--- src/rtl/rxq_pkg.sv ---
package rxq_pkg;

    localparam int unsigned RXQ_WORD_W = 32;
    localparam int unsigned RXQ_DEPTH  = 4;

    // What the buffer does with the current pair of strobes
    typedef enum logic [2:0] {
        ACT_IDLE,
        ACT_PUSH,
        ACT_POP,
        ACT_POP_PUSH,
        ACT_REPLACE
    } rxq_act_e;

    // Circular pointer step for any depth
    function automatic int unsigned ring_next(int unsigned p, int unsigned depth);
        return (p + 1 == depth) ? 0 : p + 1;
    endfunction

    function automatic int unsigned ring_prev(int unsigned p, int unsigned depth);
        return (p == 0) ? depth - 1 : p - 1;
    endfunction

endpackage

--- src/rtl/rxq_ctrl.sv ---
module rxq_ctrl
    import rxq_pkg::*;
#(
    parameter int unsigned DEPTH = RXQ_DEPTH,
    localparam int unsigned PTR_W = (DEPTH > 1) ? $clog2(DEPTH) : 1,
    localparam int unsigned CNT_W = $clog2(DEPTH + 1)
) (
    input  logic             clk,
    input  logic             rst,
    input  logic             ld_valid,
    input  logic             rd_req,
    output logic             wr_en,
    output logic [PTR_W-1:0] wr_addr,
    output logic             rd_en,
    output logic [PTR_W-1:0] rd_addr,
    output logic             data_rdy,
    output logic             buf_empty,
    output logic             buf_full
);

    logic [PTR_W-1:0] head_q, tail_q;
    logic [CNT_W-1:0] cnt_q;
    rxq_act_e         act;
    logic             has_word;
    logic             is_full;

    assign has_word = (cnt_q != '0);
    assign is_full  = (cnt_q == CNT_W'(DEPTH));

    always_comb begin
        if (rd_req && has_word && ld_valid) act = ACT_POP_PUSH;
        else if (rd_req && has_word)        act = ACT_POP;
        else if (ld_valid && is_full)       act = ACT_REPLACE;
        else if (ld_valid)                  act = ACT_PUSH;
        else                                act = ACT_IDLE;
    end

    always_comb begin
        wr_en   = ld_valid;
        rd_en   = (act == ACT_POP) || (act == ACT_POP_PUSH);
        rd_addr = head_q;
        if (act == ACT_REPLACE)
            wr_addr = PTR_W'(ring_prev(int'(tail_q), DEPTH));
        else
            wr_addr = tail_q;
    end

    always_ff @(posedge clk) begin
        if (rst) begin
            head_q <= '0;
            tail_q <= '0;
            cnt_q  <= '0;
        end else begin
            unique case (act)
                ACT_PUSH: begin
                    tail_q <= PTR_W'(ring_next(int'(tail_q), DEPTH));
                    cnt_q  <= cnt_q + 1'b1;
                end
                ACT_POP: begin
                    head_q <= PTR_W'(ring_next(int'(head_q), DEPTH));
                    cnt_q  <= cnt_q - 1'b1;
                end
                ACT_POP_PUSH: begin
                    head_q <= PTR_W'(ring_next(int'(head_q), DEPTH));
                    tail_q <= PTR_W'(ring_next(int'(tail_q), DEPTH));
                end
                default: ;
            endcase
        end
    end

    // Ready flag: raised by any load, dropped by the read that drains the last word
    always_ff @(posedge clk) begin
        if (rst)
            data_rdy <= 1'b0;
        else if (ld_valid)
            data_rdy <= 1'b1;
        else if (act == ACT_POP && cnt_q == CNT_W'(1))
            data_rdy <= 1'b0;
    end

    assign buf_empty = !has_word;
    assign buf_full  = is_full;

endmodule

--- src/rtl/rxq_store.sv ---
module rxq_store
    import rxq_pkg::*;
#(
    parameter int unsigned WORD_W = RXQ_WORD_W,
    parameter int unsigned DEPTH  = RXQ_DEPTH,
    localparam int unsigned PTR_W = (DEPTH > 1) ? $clog2(DEPTH) : 1
) (
    input  logic              clk,
    input  logic              rst,
    input  logic              wr_en,
    input  logic [PTR_W-1:0]  wr_addr,
    input  logic [WORD_W-1:0] wr_data,
    input  logic              rd_en,
    input  logic [PTR_W-1:0]  rd_addr,
    output logic [WORD_W-1:0] rd_word
);

    logic [WORD_W-1:0] slot_q [DEPTH];
    logic [DEPTH-1:0]  slot_we;

    // One write-enable per slot, decoded from the write address
    for (genvar g = 0; g < DEPTH; g++) begin : g_dec
        assign slot_we[g] = wr_en && (wr_addr == PTR_W'(g));
    end

    always_ff @(posedge clk) begin
        for (int i = 0; i < DEPTH; i++) begin
            if (slot_we[i])
                slot_q[i] <= wr_data;
        end
    end

    // Output register: updated only by a read that finds a word
    always_ff @(posedge clk) begin
        if (rst)
            rd_word <= '0;
        else if (rd_en)
            rd_word <= slot_q[rd_addr];
    end

endmodule

--- src/rtl/rxq_overwrite_buf.sv ---
module rxq_overwrite_buf
    import rxq_pkg::*;
#(
    parameter int unsigned WORD_W = RXQ_WORD_W,
    parameter int unsigned DEPTH  = RXQ_DEPTH,
    localparam int unsigned PTR_W = (DEPTH > 1) ? $clog2(DEPTH) : 1
) (
    input  logic              clk,
    input  logic              rst,
    input  logic              ld_valid,
    input  logic [WORD_W-1:0] ld_word,
    input  logic              rd_req,
    output logic [WORD_W-1:0] rd_word,
    output logic              data_rdy,
    output logic              buf_empty,
    output logic              buf_full
);

    logic             wr_en, rd_en;
    logic [PTR_W-1:0] wr_addr, rd_addr;

    rxq_ctrl #(.DEPTH(DEPTH)) u_ctrl (
        .clk       (clk),
        .rst       (rst),
        .ld_valid  (ld_valid),
        .rd_req    (rd_req),
        .wr_en     (wr_en),
        .wr_addr   (wr_addr),
        .rd_en     (rd_en),
        .rd_addr   (rd_addr),
        .data_rdy  (data_rdy),
        .buf_empty (buf_empty),
        .buf_full  (buf_full)
    );

    rxq_store #(.WORD_W(WORD_W), .DEPTH(DEPTH)) u_store (
        .clk     (clk),
        .rst     (rst),
        .wr_en   (wr_en),
        .wr_addr (wr_addr),
        .wr_data (ld_word),
        .rd_en   (rd_en),
        .rd_addr (rd_addr),
        .rd_word (rd_word)
    );

endmodule

--- config.mk ---
export PLATFORM = sky130hd
export DESIGN_NAME = rxq_overwrite_buf
export DESIGN_NICKNAME = d
export VERILOG_FILES = /design/src/rtl/rxq_pkg.sv /design/src/rtl/rxq_ctrl.sv /design/src/rtl/rxq_store.sv /design/src/rtl/rxq_overwrite_buf.sv
export SDC_FILE = /design/constraint.sdc
export NUM_CORES = 1
export LEC_CHECK = 0
export BUFFER_PORTS_ARGS = -buffer_cell sky130_fd_sc_hd__buf_2
export CAP_MARGIN = 10
export CORE_MARGIN = 2
export CORE_UTILIZATION = 45
export DETAILED_ROUTE_END_ITERATION = 16
export SYNTH_ARGS = -nofsm -noshare
export SYNTH_HDL_FRONTEND = slang
export SYNTH_SLANG_ARGS = --single-unit
--- constraint.sdc ---
create_clock -name clk -period 5.4 [get_ports clk]
set_input_delay 0.27 -clock clk [delete_from_list [all_inputs] [get_ports clk]]
set_output_delay 0.27 -clock clk [all_outputs]
set_load 0.01 [all_outputs]
### Word level (Yosys, flattened, before mapping)

Memory sizes are Yosys's and may differ from the RTL's. A register that Yosys moved wholly into a read port is not among the register bits.
Index checks and enable logic that the tools add are counted.

* reduce and logical (&&, ||, !) cells: 20
* $add $sub $neg: 5
* equality and inequality tests: 11
* multiplexer cells: 28

Operator list (count)
* $mux W32: 3
* $reduce_or A32 Y1: 3
* $mux W1: 14
* $mux W2: 7
* $eq A3 B3 Y1 const B: 4
* $mux W3: 3
* $logic_and A1 B1 Y1: 8
* $add A2 B1 Y3 const B: 2
* $eq A3 B1 Y1 const B: 2
* $eq A3 B2 Y1 const B: 2
* $pmux W3 S2: 1
* $eq A2 B2 Y1 const B: 2
* $logic_not A2 Y1: 2
* $reduce_bool A2 Y1: 2
* $reduce_or A2 Y1: 2
* $add A3 B1 Y3 const B: 1
* $reduce_bool A3 Y1: 1
* $sub A3 B1 Y3 const B: 1
* $eq A2 B1 Y1 const B: 1
* $sub A2 B1 Y2 const B: 1
* $logic_not A1 Y1: 1
* $logic_or A1 B1 Y1: 1

* bits of input ports: 36
* memory bits (writable): 128
* memories kept: 1
* bits in registers: 8

Memories
* u_store.slot_q: depth 4, width 32, rd ports 1, clocked after Yosys merged registers in 1, write ports 1, line rxq_store.sv:18 `logic [WORD_W-1:0] slot_q [DEPTH];`

### Longest topological paths before layout

* depth in word-level cells: 15
* gate-level depth with buffers: 7
* gate-level depth less buffers: 6

### Modules after synthesis

Synthesis repeated with hierarchy kept, for this count alone.

* cell total of the unflattened synthesis: 389
* area, all modules: 6658.9 µm²

By module, submodules not included
* rxq_store: cells an instance 315, area each 6039.5 µm², instances 1, sequential area each 4484.3 µm²
* rxq_ctrl: cells an instance 74, area each 619.3 µm², instances 1, sequential area each 160.2 µm²

### Worst setup path before layout

OpenSTA, ideal clock, no wires.

* path kind: flip-flop to flip-flop
* start point: register u_ctrl.tail_q[0]
* end point: memory u_store.slot_q[1][0] (netlist bit), enable pin
* data required time: 4.930 ns
* buffers on the path: 1
* arrival: 3.365 ns
* stages on the path, launching flop included: 6
* path slack: 1.564 ns
* path through: dfxtp_1 clkbuf_1 inv_1 ha_1 nand3_1 a21boi_0

* word-level cells in the longest chain between the ends: 11
* elaborated cells on any way between the ends: 29
* those cells by class: add/sub: 1; eq/ne: 3; mux: 16; reduce/logical: 9

RTL lines
* from (decl): line rxq_ctrl.sv:21 `logic [PTR_W-1:0] head_q, tail_q;`
* from (signal assigned): line rxq_ctrl.sv:56 `tail_q <= PTR_W'(ring_next(int'(tail_q), DEPTH));`
* from (signal assigned): line rxq_ctrl.sv:65 `tail_q <= PTR_W'(ring_next(int'(tail_q), DEPTH));`
* $sub A2 B1 Y2 or $logic_not A2 Y1 (tied branches): line rxq_pkg.sv:21 `return (p == 0) ? depth - 1 : p - 1;`
* $mux W2: line rxq_pkg.sv:21
* $mux W2 *: line rxq_ctrl.sv:42 `if (act == ACT_REPLACE)`
* $eq A2 B1 Y1 *: line rxq_store.sv:23 `assign slot_we[g] = wr_en && (wr_addr == PTR_W'(g));`
* $logic_and A1 B1 Y1 *: line rxq_store.sv:23
* via u_store.slot_we[1]: line rxq_store.sv:19 `logic [DEPTH-1:0] slot_we;`
* $mux W1 *: line rxq_store.sv:28 `if (slot_we[i])`
* $mux W1 (not written as such) *: line rxq_store.sv:29 `slot_q[i] <= wr_data;`
* $reduce_or A32 Y1 (no source line)
* $mux W2 (no source line) or $mux W1 (tied branches) (3 in series)
* to (decl): line rxq_store.sv:18

The timed path passes the listed nets; every way through them passes the cells marked *.

### Worst setup path after layout

* start point: register u_ctrl.cnt_q[0]
* end point: memory u_store.slot_q[3][21] (netlist bit), enable pin

* elaborated cells on any way between the ends: 35
* those cells by class: eq/ne: 5; mux: 18; reduce/logical: 12

RTL lines
* from (decl): line rxq_ctrl.sv:22 `logic [CNT_W-1:0] cnt_q;`
* from (signal assigned): line rxq_ctrl.sv:57 `cnt_q <= cnt_q + 1'b1;`
* from (signal assigned): line rxq_ctrl.sv:61 `cnt_q <= cnt_q - 1'b1;`
* $eq A3 B3 Y1: line rxq_ctrl.sv:28 `assign is_full = (cnt_q == CNT_W'(DEPTH));`
* $logic_and A1 B1 Y1: line rxq_ctrl.sv:33 `else if (ld_valid && is_full) act = ACT_REPLACE;`
* $mux W3: line rxq_ctrl.sv:33
* $mux W3: line rxq_ctrl.sv:32 `else if (rd_req && has_word) act = ACT_POP;`
* $mux W3 *: line rxq_ctrl.sv:31 `if (rd_req && has_word && ld_valid) act = ACT_POP_PUSH;`
* $eq A3 B3 Y1 *: line rxq_ctrl.sv:42
* $mux W2 *: line rxq_ctrl.sv:42
* $eq A2 B2 Y1 *: line rxq_store.sv:23
* $logic_and A1 B1 Y1 *: line rxq_store.sv:23
* via u_store.slot_we[3]: line rxq_store.sv:19
* $mux W1 *: line rxq_store.sv:28
* $mux W1 (not written as such) *: line rxq_store.sv:29
* $reduce_or A32 Y1 (no source line)
* $mux W2 (no source line) or $mux W1 (tied branches)

Marks and branches as above.

==> run summary <==
First-pass GRT wire length = 17000 um
Fin. Hold Viols = 0
Reg2reg setup slack = 2.77 ns
Final setup fails = 0
WP data arrival = 2.66 ns
Peak VDD IR = 0.000247 V
Max Cap Violations = 0
Total setup buffers inserted after CTS = 0
Setup crit start kind = register
Maximum clock frequency = 381 MHz
Vias per cell = 5.36
Most common cell after layout, fill and taps aside = edfxtp_1
DR WL met3 = 543 um
Skew final = 0.00473 ns
R2R Path End = u_store.slot_q[3][21]
Hold worst-path end = u_store.slot_q[0][9]
Max Used Layer = met5
Final min period = 2.63 ns
Die Wd = 122 um
Worst slew pin tran = 1.09 ns
Io pins = 71
Placer Congestion = 0.692
Syn Inst Count = 319
I/O Buffers = 70
Drt total wl = 10800 um
Total power divided by cell area = 413 nW/um2
Die ar. = 14800 um2
Htree depth = 4
Slew margin rel. = 27.0%
Area grow syn2layout = 17.5%
Crit-path max FO = 32
Number of synthesized register bits = 168
Initial antenna violation count = 1
Most frequent cells in the layout = edfxtp_1 (128), buf_2 (70), dfxtp_1 (38)
Longest Clk Path Bufs = 2
Worst-path clk slew = 0.06 ns
Min-delay src = ld_word[9]
Initial DRC Count = 171
LEAKAGE = 2.60 nW
Total power = 0.00302 W
Top FF cell, synth = edfxtp_1
Pin count of the biggest net entering global routing = 36
Antenna cell count = 0
Post-Syn Area per Cell = 19.5 um2
Dpl hpwl = 6200 um
Share of cells above drive strength 1 = 35.1%
Post-synth EDFFs = 128
Grt ovf = 0
Worst path cell trace = inv_1 > ha_1 > nand3b_1 > nor3_1 > a31oi_1 > nor2b_4
Antenna Nets Post-Route = 0
Initial Util = 46.6%
Max incr delay on CP = 0.86 ns
Core box area = 13300 um2
Worst Hold Depth = 1
PostCTS Resize Cnt = 0
Vias = 3113
Wl on met1 = 4610 um
Vias in the first global route = 3185
Total GRT Usage = 15.8%
Root buffer cell = clkbuf_16
Ys Warns = 0
Cts bufs inserted = 17
Sequential fraction of the synthesis area = 74.7%
Clock Latency Late Sink = 0.42 ns
Crit path kind = reg -> reg
Post-route DRC violation count = 0
Synth async-reset ratio = 0%
Status = finished, final reports clean
Slowest cell on crit path = nor2b_4
Row count = 42
Hold crit path type = in -> reg
Die H = 122 um
R2R depth = 6
Netlist cell types = 37
CP required = 5.43 ns
CTS tree = yes
Worst setup EP type = register
Layout Nets = 435
RSZ-0062 raised after global routing = false
FF-to-FF Start = u_ctrl.cnt_q[0]
TritonRoute pass-1 iters = 5
CTS Hold Bufs = 0
Clk sink count = 168
Synth Cell Area = 6220 um2
Syn nets = 362
Final Cycle Share = 48.7%
Met2 WL post-DR = 5500 um
WL/cell = 18.6 um
Max Slew Vio Count = 0
Setup TNS = 0 ns
## worst max-delay path: cells and delay by family (launching register included)
| kind | cells | cell delay, ns |
|---|---|---|
| compound gates | 1 | 0.11 |
| fa+ha+maj | 1 | 0.32 |
| buf+inv | 1 | 0.12 |
| flops | 1 | 0.33 |
| simple gates | 3 | 1.35 |
## synth_stat cells (all sizes together) (2+ instances only)
| cell | count | area share (%) |
|---|---|---|
| ha | 7 | 1.4 |
| a31oi | 3 | 0.30 |
| inv | 5 | 0.30 |
| nand2b | 2 | 0.24 |
| buf | 13 | 1.5 |
| nor3 | 5 | 0.40 |
| clkbuf | 5 | 0.30 |
| nand2 | 11 | 0.66 |
| nor2b | 3 | 0.30 |
| nand3b | 2 | 0.24 |
| edfxtp | 128 | 62 |
| nor2 | 4 | 0.40 |
| or3 | 2 | 0.20 |
| mux4 | 32 | 12 |
| and2 | 2 | 0.24 |
| dfxtp | 40 | 13 |
| a21oi | 8 | 0.64 |
| nand3 | 4 | 0.32 |
| a22o | 32 | 4.5 |
## routing by layer
layer / GRT usage, % / up-vias
li1: - / 1446
met1: 20.4 / 1573
met2: 25.7 / 74
met3: 4.78 / 18
met4: 5.60 / 2
met5: 0 / -
## through the flow
step,cells,util [%],area [um2],worst slack (ns),hold slack (ns)
after floorplan,319,-,6220,1.56,0.369
after global placement,549,50.4,6730,2.89,0.456
after detailed placement,549,50.4,6730,2.80,0.460
after CTS,581,54.7,7310,2.79,0.0453
after global routing,581,54.7,7310,2.56,0.0582
final,581,54.7,7310,2.77,0.0676
## final cells by class
cell class / instances / area, um2
clock inverters: 15 / 153
multi-input cells: 128 / 1480
inverters: 5 / 18.8
well taps: 176 / 220
flip-flops and latches: 168 / 4650
clock buffers: 17 / 425
repair buffers: 72 / 365
fillers: 1092 / 6040
## flip-flops by register name, summed over array words and instances, names as in the netlist
name,count
u_ctrl.rd_addr,2
u_store.rd_word,32
u_ctrl.data_rdy,1
u_store.slot_q,128
u_ctrl.tail_q,2
u_ctrl.cnt_q,3
## power breakdown
group          switching (W)  internal [W]  total, W
combinational       0.000178      0.000157  0.000335
clock               0.000486      0.000681   0.00117
sequential         0.0000374       0.00148   0.00152
total               0.000701       0.00232   0.00302
## worst max path at each step
stage,start,end,slack (ns),depth (start not counted)
after global placement,u_ctrl.cnt_q[0],u_store.slot_q[3][27],2.89,6
after floorplan,u_ctrl.tail_q[0],u_store.slot_q[1][0],1.56,5
after detailed placement,u_ctrl.cnt_q[1],u_store.slot_q[3][20],2.80,6
final,u_ctrl.cnt_q[0],u_store.slot_q[3][21],2.77,6
after global routing,u_ctrl.cnt_q[0],u_store.slot_q[3][21],2.56,6
after CTS,u_ctrl.cnt_q[1],u_store.slot_q[3][15],2.79,6
## kinds of logic after synthesis
kind of cell	share of synthesized area, %
flops	74.7
fa+ha+maj	1.41
buf+inv	2.09
simple gates	3.56
mux	12.2
compound gates	6.10
(Power assumes the default switching activity.)
